==> src/rtl/dsf_pkg.sv <==
package dsf_pkg;
  typedef enum logic [2:0] {
    CMP_EQ  = 3'd0,
    CMP_NE  = 3'd1,
    CMP_LTZ = 3'd2,
    CMP_GEZ = 3'd3,
    CMP_LEZ = 3'd4,
    CMP_GTZ = 3'd5
  } cmp_e;

  localparam int unsigned INSTR_BYTES = 4;
endpackage

==> src/rtl/dsf_cond_eval.sv <==
module dsf_cond_eval #(
  parameter int DATA_W = 32
) (
  input  logic [2:0]        cmp_i,
  input  logic [DATA_W-1:0] rs_i,
  input  logic [DATA_W-1:0] rt_i,
  output logic              taken_o
);
  import dsf_pkg::*;

  cmp_e cmp;
  logic rs_neg, rs_zero, ops_eq;

  assign cmp     = cmp_e'(cmp_i);
  assign rs_neg  = rs_i[DATA_W-1];
  assign rs_zero = (rs_i == '0);
  assign ops_eq  = (rs_i == rt_i);

  always_comb begin
    unique case (cmp)
      CMP_EQ:  taken_o = ops_eq;
      CMP_NE:  taken_o = !ops_eq;
      CMP_LTZ: taken_o = rs_neg;
      CMP_GEZ: taken_o = !rs_neg;
      CMP_LEZ: taken_o = rs_neg || rs_zero;
      CMP_GTZ: taken_o = !rs_neg && !rs_zero;
      default: taken_o = 1'b0;
    endcase
  end
endmodule

==> src/rtl/dsf_slot_ctrl.sv <==
module dsf_slot_ctrl #(
  parameter int ADDR_W  = 32,
  parameter int N_SLOTS = 2,
  localparam int SC_W   = $clog2(N_SLOTS + 1)
) (
  input  logic              clk_i,
  input  logic              rst_ni,
  input  logic              br_valid_i,
  input  logic              br_likely_i,
  input  logic              br_taken_i,
  input  logic [ADDR_W-1:0] br_tgt_i,
  output logic [SC_W-1:0]   slot_idx_o,
  output logic              fetch_valid_o,
  output logic              redirect_o,
  output logic [ADDR_W-1:0] redirect_tgt_o,
  output logic              seq_err_o
);
  localparam logic [SC_W-1:0] LAST  = SC_W'(N_SLOTS);
  localparam logic [SC_W-1:0] FIRST = SC_W'(1);

  logic [SC_W-1:0]   slot_cnt_q, dec_slot_q, slot_cur, slot_nxt;
  logic [ADDR_W-1:0] tgt_q, tgt_cur;
  logic              take_q, annul_q, take_cur, annul_cur;
  logic              accept, slot_last;

  // a branch is legal only if the instruction in decode was not a slot
  assign accept    = br_valid_i && (dec_slot_q == '0);
  assign seq_err_o = br_valid_i && (dec_slot_q != '0);

  // accepted branch: the fetch in flight right now is slot 1
  assign slot_cur  = accept ? FIRST : slot_cnt_q;
  assign take_cur  = accept ? br_taken_i : take_q;
  assign tgt_cur   = accept ? br_tgt_i : tgt_q;
  assign annul_cur = accept ? (br_likely_i && !br_taken_i) : annul_q;
  assign slot_last = (slot_cur == LAST);

  always_comb begin
    if (slot_last || slot_cur == '0) slot_nxt = '0;
    else                             slot_nxt = slot_cur + FIRST;
  end

  assign slot_idx_o     = slot_cur;
  assign fetch_valid_o  = (slot_cur == '0) || !annul_cur;
  assign redirect_o     = slot_last && take_cur;
  assign redirect_tgt_o = tgt_cur;

  always_ff @(posedge clk_i or negedge rst_ni) begin
    if (!rst_ni) begin
      slot_cnt_q <= '0;
      dec_slot_q <= '0;
      tgt_q      <= '0;
      take_q     <= 1'b0;
      annul_q    <= 1'b0;
    end else begin
      slot_cnt_q <= slot_nxt;
      dec_slot_q <= slot_cur;
      if (accept) begin
        tgt_q   <= br_tgt_i;
        take_q  <= br_taken_i;
        annul_q <= br_likely_i && !br_taken_i;
      end
    end
  end
endmodule

==> src/rtl/dsf_pc_gen.sv <==
module dsf_pc_gen #(
  parameter int              ADDR_W   = 32,
  parameter logic [ADDR_W-1:0] RESET_PC = 32'h0000_0800
) (
  input  logic              clk_i,
  input  logic              rst_ni,
  input  logic              redirect_i,
  input  logic [ADDR_W-1:0] redirect_tgt_i,
  output logic [ADDR_W-1:0] pc_o
);
  localparam logic [ADDR_W-1:0] STEP = ADDR_W'(dsf_pkg::INSTR_BYTES);

  logic [ADDR_W-1:0] pc_q;

  always_ff @(posedge clk_i or negedge rst_ni) begin
    if (!rst_ni)         pc_q <= RESET_PC;
    else if (redirect_i) pc_q <= redirect_tgt_i;
    else                 pc_q <= pc_q + STEP;
  end

  assign pc_o = pc_q;
endmodule

==> src/rtl/dsf_fetch_seq.sv <==
module dsf_fetch_seq #(
  parameter int                ADDR_W   = 32,
  parameter int                DATA_W   = 32,
  parameter int                N_SLOTS  = 2,
  parameter logic [ADDR_W-1:0] RESET_PC = 32'h0000_0800,
  localparam int               SC_W     = $clog2(N_SLOTS + 1)
) (
  input  logic              clk_i,
  input  logic              rst_ni,
  input  logic              br_valid_i,
  input  logic              br_likely_i,
  input  logic [2:0]        br_cmp_i,
  input  logic [DATA_W-1:0] br_rs_i,
  input  logic [DATA_W-1:0] br_rt_i,
  input  logic [ADDR_W-1:0] br_tgt_i,
  output logic [ADDR_W-1:0] fetch_pc_o,
  output logic              fetch_valid_o,
  output logic [SC_W-1:0]   slot_idx_o,
  output logic              seq_err_o
);
  logic              br_taken;
  logic              redirect;
  logic [ADDR_W-1:0] redirect_tgt;

  dsf_cond_eval #(.DATA_W(DATA_W)) u_cond (
    .cmp_i   (br_cmp_i),
    .rs_i    (br_rs_i),
    .rt_i    (br_rt_i),
    .taken_o (br_taken)
  );

  dsf_slot_ctrl #(.ADDR_W(ADDR_W), .N_SLOTS(N_SLOTS)) u_slot (
    .clk_i          (clk_i),
    .rst_ni         (rst_ni),
    .br_valid_i     (br_valid_i),
    .br_likely_i    (br_likely_i),
    .br_taken_i     (br_taken),
    .br_tgt_i       (br_tgt_i),
    .slot_idx_o     (slot_idx_o),
    .fetch_valid_o  (fetch_valid_o),
    .redirect_o     (redirect),
    .redirect_tgt_o (redirect_tgt),
    .seq_err_o      (seq_err_o)
  );

  dsf_pc_gen #(.ADDR_W(ADDR_W), .RESET_PC(RESET_PC)) u_pc (
    .clk_i          (clk_i),
    .rst_ni         (rst_ni),
    .redirect_i     (redirect),
    .redirect_tgt_i (redirect_tgt),
    .pc_o           (fetch_pc_o)
  );
endmodule

==> config.mk <==
export PLATFORM = sky130hd
export DESIGN_NAME = dsf_fetch_seq
export DESIGN_NICKNAME = d
export VERILOG_FILES = /design/src/rtl/dsf_pkg.sv /design/src/rtl/dsf_cond_eval.sv /design/src/rtl/dsf_slot_ctrl.sv /design/src/rtl/dsf_pc_gen.sv /design/src/rtl/dsf_fetch_seq.sv
export SDC_FILE = /design/constraint.sdc
export NUM_CORES = 1
export LEC_CHECK = 0
export BUFFER_PORTS_ARGS = -buffer_cell sky130_fd_sc_hd__buf_2
export CORE_MARGIN = 2
export CORE_UTILIZATION = 50
export CTS_CLUSTER_SIZE = 30
export DETAILED_ROUTE_END_ITERATION = 10
export PLACE_DENSITY = 0.86
export SKIP_LAST_GASP = 1
export SLEW_MARGIN = 20
export SYNTH_ARGS = -nofsm -noshare
export SYNTH_HDL_FRONTEND = slang
export SYNTH_SLANG_ARGS = --single-unit
==> constraint.sdc <==
create_clock -name clk_i -period 4.35 [get_ports clk_i]
set_input_delay 0.435 -clock clk_i [delete_from_list [all_inputs] [get_ports clk_i]]
set_output_delay 0.435 -clock clk_i [all_outputs]
set_load 0.01 [all_outputs]
After elaboration in Yosys (flattened, before gate mapping) --
Cells that the tools add are included.
Operators by class: add/subtract/negate cells 2, equal/unequal tests 7, multiplexer cells 7, reduce and logical (&&, ||, !) cells 18
Operators by type and width (count):
- 32-bit 2-to-1 mux | 2
- 32-bit by 3-bit adder with 32-bit output (second input constant) | 1
- 32-bit equality test | 1
- 32-bit zero test | 1
- 3-bit by 2-bit equality test with 1-bit output (second input constant) | 2
- 3-bit equality test (second input constant) | 2
- 1-bit case mux with 6 select lines | 1
- 1-bit logical AND | 5
- 1-bit zero test | 5
- 2-bit zero test | 2
- 2-bit 2-to-1 mux | 2
- 3-bit by 1-bit equality test with 1-bit output (second input constant) | 1
- 3-bit zero test | 1
- 1-bit logical OR | 3
- 2-bit by 1-bit adder with 2-bit output (second input constant) | 1
- 2-bit equality test (second input constant) | 1
- 1-bit 2-to-1 mux | 2
- 2-bit nonzero test | 1
Word-level totals: register bits after elaboration 70, output and inout bits 36, logic and storage cells 40

Longest topological paths before layout --
depth after elaboration 9, mapped depth 7

Modules after synthesis --
Synthesis repeated with hierarchy kept, for this count alone.
Second synthesis, totals: cell total of the unflattened synthesis 349, area, all modules 3817.4 µm²
By module, submodules not included:
- dsf_pc_gen | times used 1, cells an instance 195, area an instance 1815.5 µm², seq. area each 802.0 µm²
- dsf_slot_ctrl | times used 1, cells an instance 87, area an instance 1471.4 µm², seq. area each 950.9 µm²
- dsf_cond_eval | times used 1, cells an instance 67, area an instance 530.5 µm², seq. area each 0.0 µm²

Least setup slack after synthesis --
Ideal clock, no wire load.
path type input port to output port, start point input br_rs_i[29], end point output fetch_valid_o, data arrival time 1610 ps, data required time 3915 ps, setup slack 2305 ps, cell stages on the path 6, path buffers 0, cell sequence xor2_1 -> nor4_1 -> nand4_1 -> or3_1 -> nand4_1 -> o31a_2
Between the ends: word-level cells in the longest chain between the ends 9, elaborated cells on any way between the ends 12, those cells by class 1 x eq/ne; 2 x mux; 9 x reduce/logical
RTL lines:
- start: declaration | RTL line dsf_fetch_seq.sv:13 | input logic [DATA_W-1:0] br_rs_i,
- 32-bit zero test | RTL line dsf_cond_eval.sv:16 | assign rs_zero = (rs_i == '0);
- 1-bit zero test | RTL line dsf_cond_eval.sv:26 | CMP_GTZ: taken_o = !rs_neg && !rs_zero;
- 1-bit logical AND | RTL line dsf_cond_eval.sv:26
- 1-bit case mux with 6 select lines (*) | RTL line dsf_cond_eval.sv:20 | unique case (cmp)
- 1-bit zero test (*) | RTL line dsf_slot_ctrl.sv:34 | assign annul_cur = accept ? (br_likely_i && !br_taken_i) : annul_q;
- 1-bit logical AND (*) | RTL line dsf_slot_ctrl.sv:34
- 1-bit 2-to-1 mux (*) | RTL line dsf_slot_ctrl.sv:34
- 1-bit zero test (*) | RTL line dsf_slot_ctrl.sv:43 | assign fetch_valid_o = (slot_cur == '0) || !annul_cur;
- 1-bit logical OR (*) | RTL line dsf_slot_ctrl.sv:43
- end: declaration | RTL line dsf_fetch_seq.sv:17 | output logic fetch_valid_o,
Mark *: on every way between the ends. The rest lies on a longest branch, timed or not.

Final worst setup path --
start point register u_slot.dec_slot_q[1], end point output fetch_valid_o
Between the ends: word-level cells in the longest chain between the ends 5, elaborated cells on any way between the ends 7, those cells by class 2 x mux; 5 x reduce/logical
RTL lines:
- start: declaration | RTL line dsf_slot_ctrl.sv:21 | logic [SC_W-1:0] slot_cnt_q, dec_slot_q, slot_cur, slot_nxt;
- start signal: assignment | RTL line dsf_slot_ctrl.sv:56 | dec_slot_q <= slot_cur;
- 2-bit zero test (*) | RTL line dsf_slot_ctrl.sv:27 | assign accept = br_valid_i && (dec_slot_q == '0);
- 1-bit logical AND (*) | RTL line dsf_slot_ctrl.sv:27
- 2-bit 2-to-1 mux or 1-bit 2-to-1 mux (tied branches) | RTL line dsf_slot_ctrl.sv:31, dsf_slot_ctrl.sv:34
- 2-bit zero test or 1-bit zero test (tied branches) | RTL line dsf_slot_ctrl.sv:43
- 1-bit logical OR (*) | RTL line dsf_slot_ctrl.sv:43
Marks and branches as above.

==> impl_metrics.json <==
{
  "seq_area_frac_synth_pct": 48.41,
  "cts_hold_buf": 0,
  "rr_startpoint": "u_slot.dec_slot_q[1]$_DFF_PN0_",
  "post-place-ws_ps": 1773,
  "ant_nets": 0,
  "fp.dieW_um": 89.10,
  "final_cells": 642,
  "holdWs_ps": 64.67,
  "power_density_mw_per_mm2": 514.0,
  "io_buffer_count": 138,
  "max_stage_delay_ps": 420,
  "ys_ff_latch": 70,
  "grt_max_degree": 47,
  "ir_drop_mv": 0.2010,
  "ys_warn_count": 0,
  "drive_above_1_share_pct": 31.86,
  "reg2reg_setup_slack_ps": 2410,
  "grt_setup_unrepaired": "false",
  "post-route-min-period_ps": 2775,
  "total_power_mw": 2.368,
  "mostFrequentLayoutCell": "buf_2",
  "cp_cell_sequence": "or3b_1 > buf_4 > a31oi_2 > o31ai_1 > mux2i_1 > nand4_1 > o31a_2 > buf_2",
  "num_rows": 31,
  "clkSlewWorstSetupHoldPaths_ps": 80,
  "max-cap-violations": 0,
  "htree_num_levels": 3,
  "n_fill_cell": 616,
  "hp-class": "primary input to async pin",
  "placed_area_sq_mm": 0.004398,
  "wirelength_um": 9171,
  "gp_congestion": 0.9343,
  "relSlewSlack_pct": 44.34,
  "final_core_utilization_pct": 64.55,
  "criticalPathCategory": "flip-flop to output port",
  "dpl.hpwl_um": 7056,
  "syn_avg_cell_area_sq_um": 9.030,
  "hold_violations": 0,
  "post-route-period-util_pct": 63.80,
  "numCtsBuffers": 9,
  "nNetsFinal": 642,
  "start_kind": "flip-flop",
  "pin_count": 139,
  "worst_ep_required_time_ps": 3910,
  "ctsLongestPathBuffers": 2,
  "dr_total_vias": 3386,
  "cp_num_buf_inv": 2,
  "synthCells": 401,
  "finClkSkew_ps": 11.91,
  "postCtsSetupBuffers": 0,
  "status": "completed",
  "wl_per_cell_um": 14.29,
  "grt_first_pass_wirelength_um": 14480,
  "r2r_end": "u_pc.pc_o[20]$_DFF_PN0_",
  "grt_pass1_vias": 3310,
  "clkSinkCount": 70,
  "cts_root_buf": "clkbuf_8",
  "start_util_pct": 50.74,
  "worst-path-max-fanout": 34,
  "diodes": 0,
  "route.detailed.drc": 0,
  "dp.cells": 626,
  "synthDistinctLibCells": 36,
  "drv_slew": 0,
  "grt-ovfl-total": 0,
  "leakagePower_nw": 2.293,
  "globalRouteTotalUtil_pct": 23.73,
  "endpoint_kind": "output port",
  "syn_nets": 505,
  "area_delta_synth_final_pct": 27.23,
  "core_sq_mm": 0.007137,
  "crit_family": "simple AND/OR/NAND/NOR gates",
  "setup-tns-final_ps": 0,
  "design_area_sq_mm": 0.004607,
  "insertion_delay_ps": 340,
  "fin_ws_ps": 1575,
  "vias_per_cell": 5.274,
  "final_cell_mix": "buf_2, nand2_1, dfrtp_1, xor2_1, nor2_1",
  "finalSetupViolCount": 0,
  "tritoncts": "yes",
  "dr.pass1.iters": 4,
  "fmax_ghz": 0.3603,
  "critPathSlowestCell": "dfrtp_1",
  "reg2reg_depth": 4,
  "worstMarginPinSlew_ps": 832.6,
  "critPathArrivalTime_ps": 2340,
  "antenna_found_initial": 0,
  "die-area_sq_mm": 0.007939,
  "syn_area_sq_mm": 0.003621,
  "die_h_um": 89.10,
  "drtIter0Drc": 164,
  "ctsResizeCount": 0
}
## state kept, by name (all words and copies together), names as in the netlist
name / cells
u_pc.pc_o: 32
u_slot.annul_q: 1
u_slot.dec_slot_q: 2
u_slot.slot_cnt_q: 2
u_slot.take_q: 1
u_slot.tgt_q: 32
## area by class of cell
class / count / area [sq um] / area share (%)
clock buffer: 11 / 151.4 / 3.286
clock inverter: 5 / 57.56 / 1.249
inverter: 5 / 18.77 / 0.4074
multi-input combinational: 310 / 1782 / 38.67
sequential: 70 / 1753 / 38.05
tap: 99 / 123.9 / 2.689
timing repair buffer: 142 / 720.7 / 15.64
## per-layer routing
layer	routed length (um)	track usage (%)
met5	0	0
met2	4914	44.85
met3	551	4.894
met4	250	8.684
met1	3456	25.96
## synthesized netlist by cell type
library cell / count / area [sq um]
nand4_2: 2 / 25.02
mux2i_1: 1 / 10.01
o21bai_1: 1 / 7.510
nor3b_4: 1 / 18.77
o21ai_0: 11 / 55.05
and2_2: 2 / 15.01
xnor2_1: 17 / 148.9
and4_1: 6 / 52.55
nand2_1: 124 / 465.5
o31a_2: 1 / 10.01
a31oi_1: 1 / 6.260
a31oi_2: 1 / 12.51
conb_1: 1 / 3.750
mux2_2: 7 / 78.83
nor2_1: 23 / 86.33
clkbuf_1: 10 / 37.54
buf_2: 5 / 25.02
inv_1: 5 / 18.77
nor4_1: 16 / 100.1
clkbuf_2: 1 / 5.000
nand3_1: 12 / 60.06
or3b_1: 1 / 8.760
a21oi_1: 8 / 40.04
o31ai_1: 1 / 7.510
or3_1: 2 / 12.51
dfstp_2: 1 / 26.28
o21ai_1: 6 / 30.03
xor2_1: 44 / 385.4
nand3b_1: 1 / 7.510
o211ai_1: 1 / 7.510
o21a_1: 1 / 7.510
and3_1: 7 / 43.79
dfrtp_1: 69 / 1727
ha_1: 1 / 12.51
and2_1: 1 / 6.260
nand4_1: 9 / 56.30
## worst max-delay path by stage
| stage | from | to | slack, ps | depth (start not counted) |
|---|---|---|---|---|
| after floorplan | br_rs_i[29] | fetch_valid_o | 2310 | 6 |
| after global placement | br_rs_i[15] | fetch_valid_o | 1770 | 8 |
| after detailed placement | br_rs_i[15] | fetch_valid_o | 1770 | 8 |
| after CTS | u_slot.dec_slot_q[1]$_DFF_PN0_ | fetch_valid_o | 1510 | 8 |
| after global routing | u_slot.dec_slot_q[1]$_DFF_PN0_ | fetch_valid_o | 1370 | 8 |
| final | u_slot.dec_slot_q[1]$_DFF_PN0_ | fetch_valid_o | 1570 | 8 |
## power by group
part	total (mW)	internal, mW	leakage (nW)	switching [mW]
clock network	0.537	0.295	0.0976	0.242
logic	0.742	0.351	1.33	0.390
registers	1.09	0.880	0.861	0.210
## cells by family (layout without fill, tap and decap cells)
family | after synthesis | in the layout | share of synthesized area (%)
AO/OA/AOI/OAI | 32 | 32 | 5.080
XOR/XNOR | 61 | 61 | 14.75
adder cells (fa/ha/maj) | 1 | 1 | 0.3455
buffers and inverters | 21 | 163 | 2.384
flip-flops | 70 | 70 | 48.41
multiplexers | 8 | 8 | 2.453
other | 1 | 1 | 0.1036
AND/OR/NAND/NOR | 207 | 207 | 26.47
No activity file was read; power rests on OpenSTA's default activity.
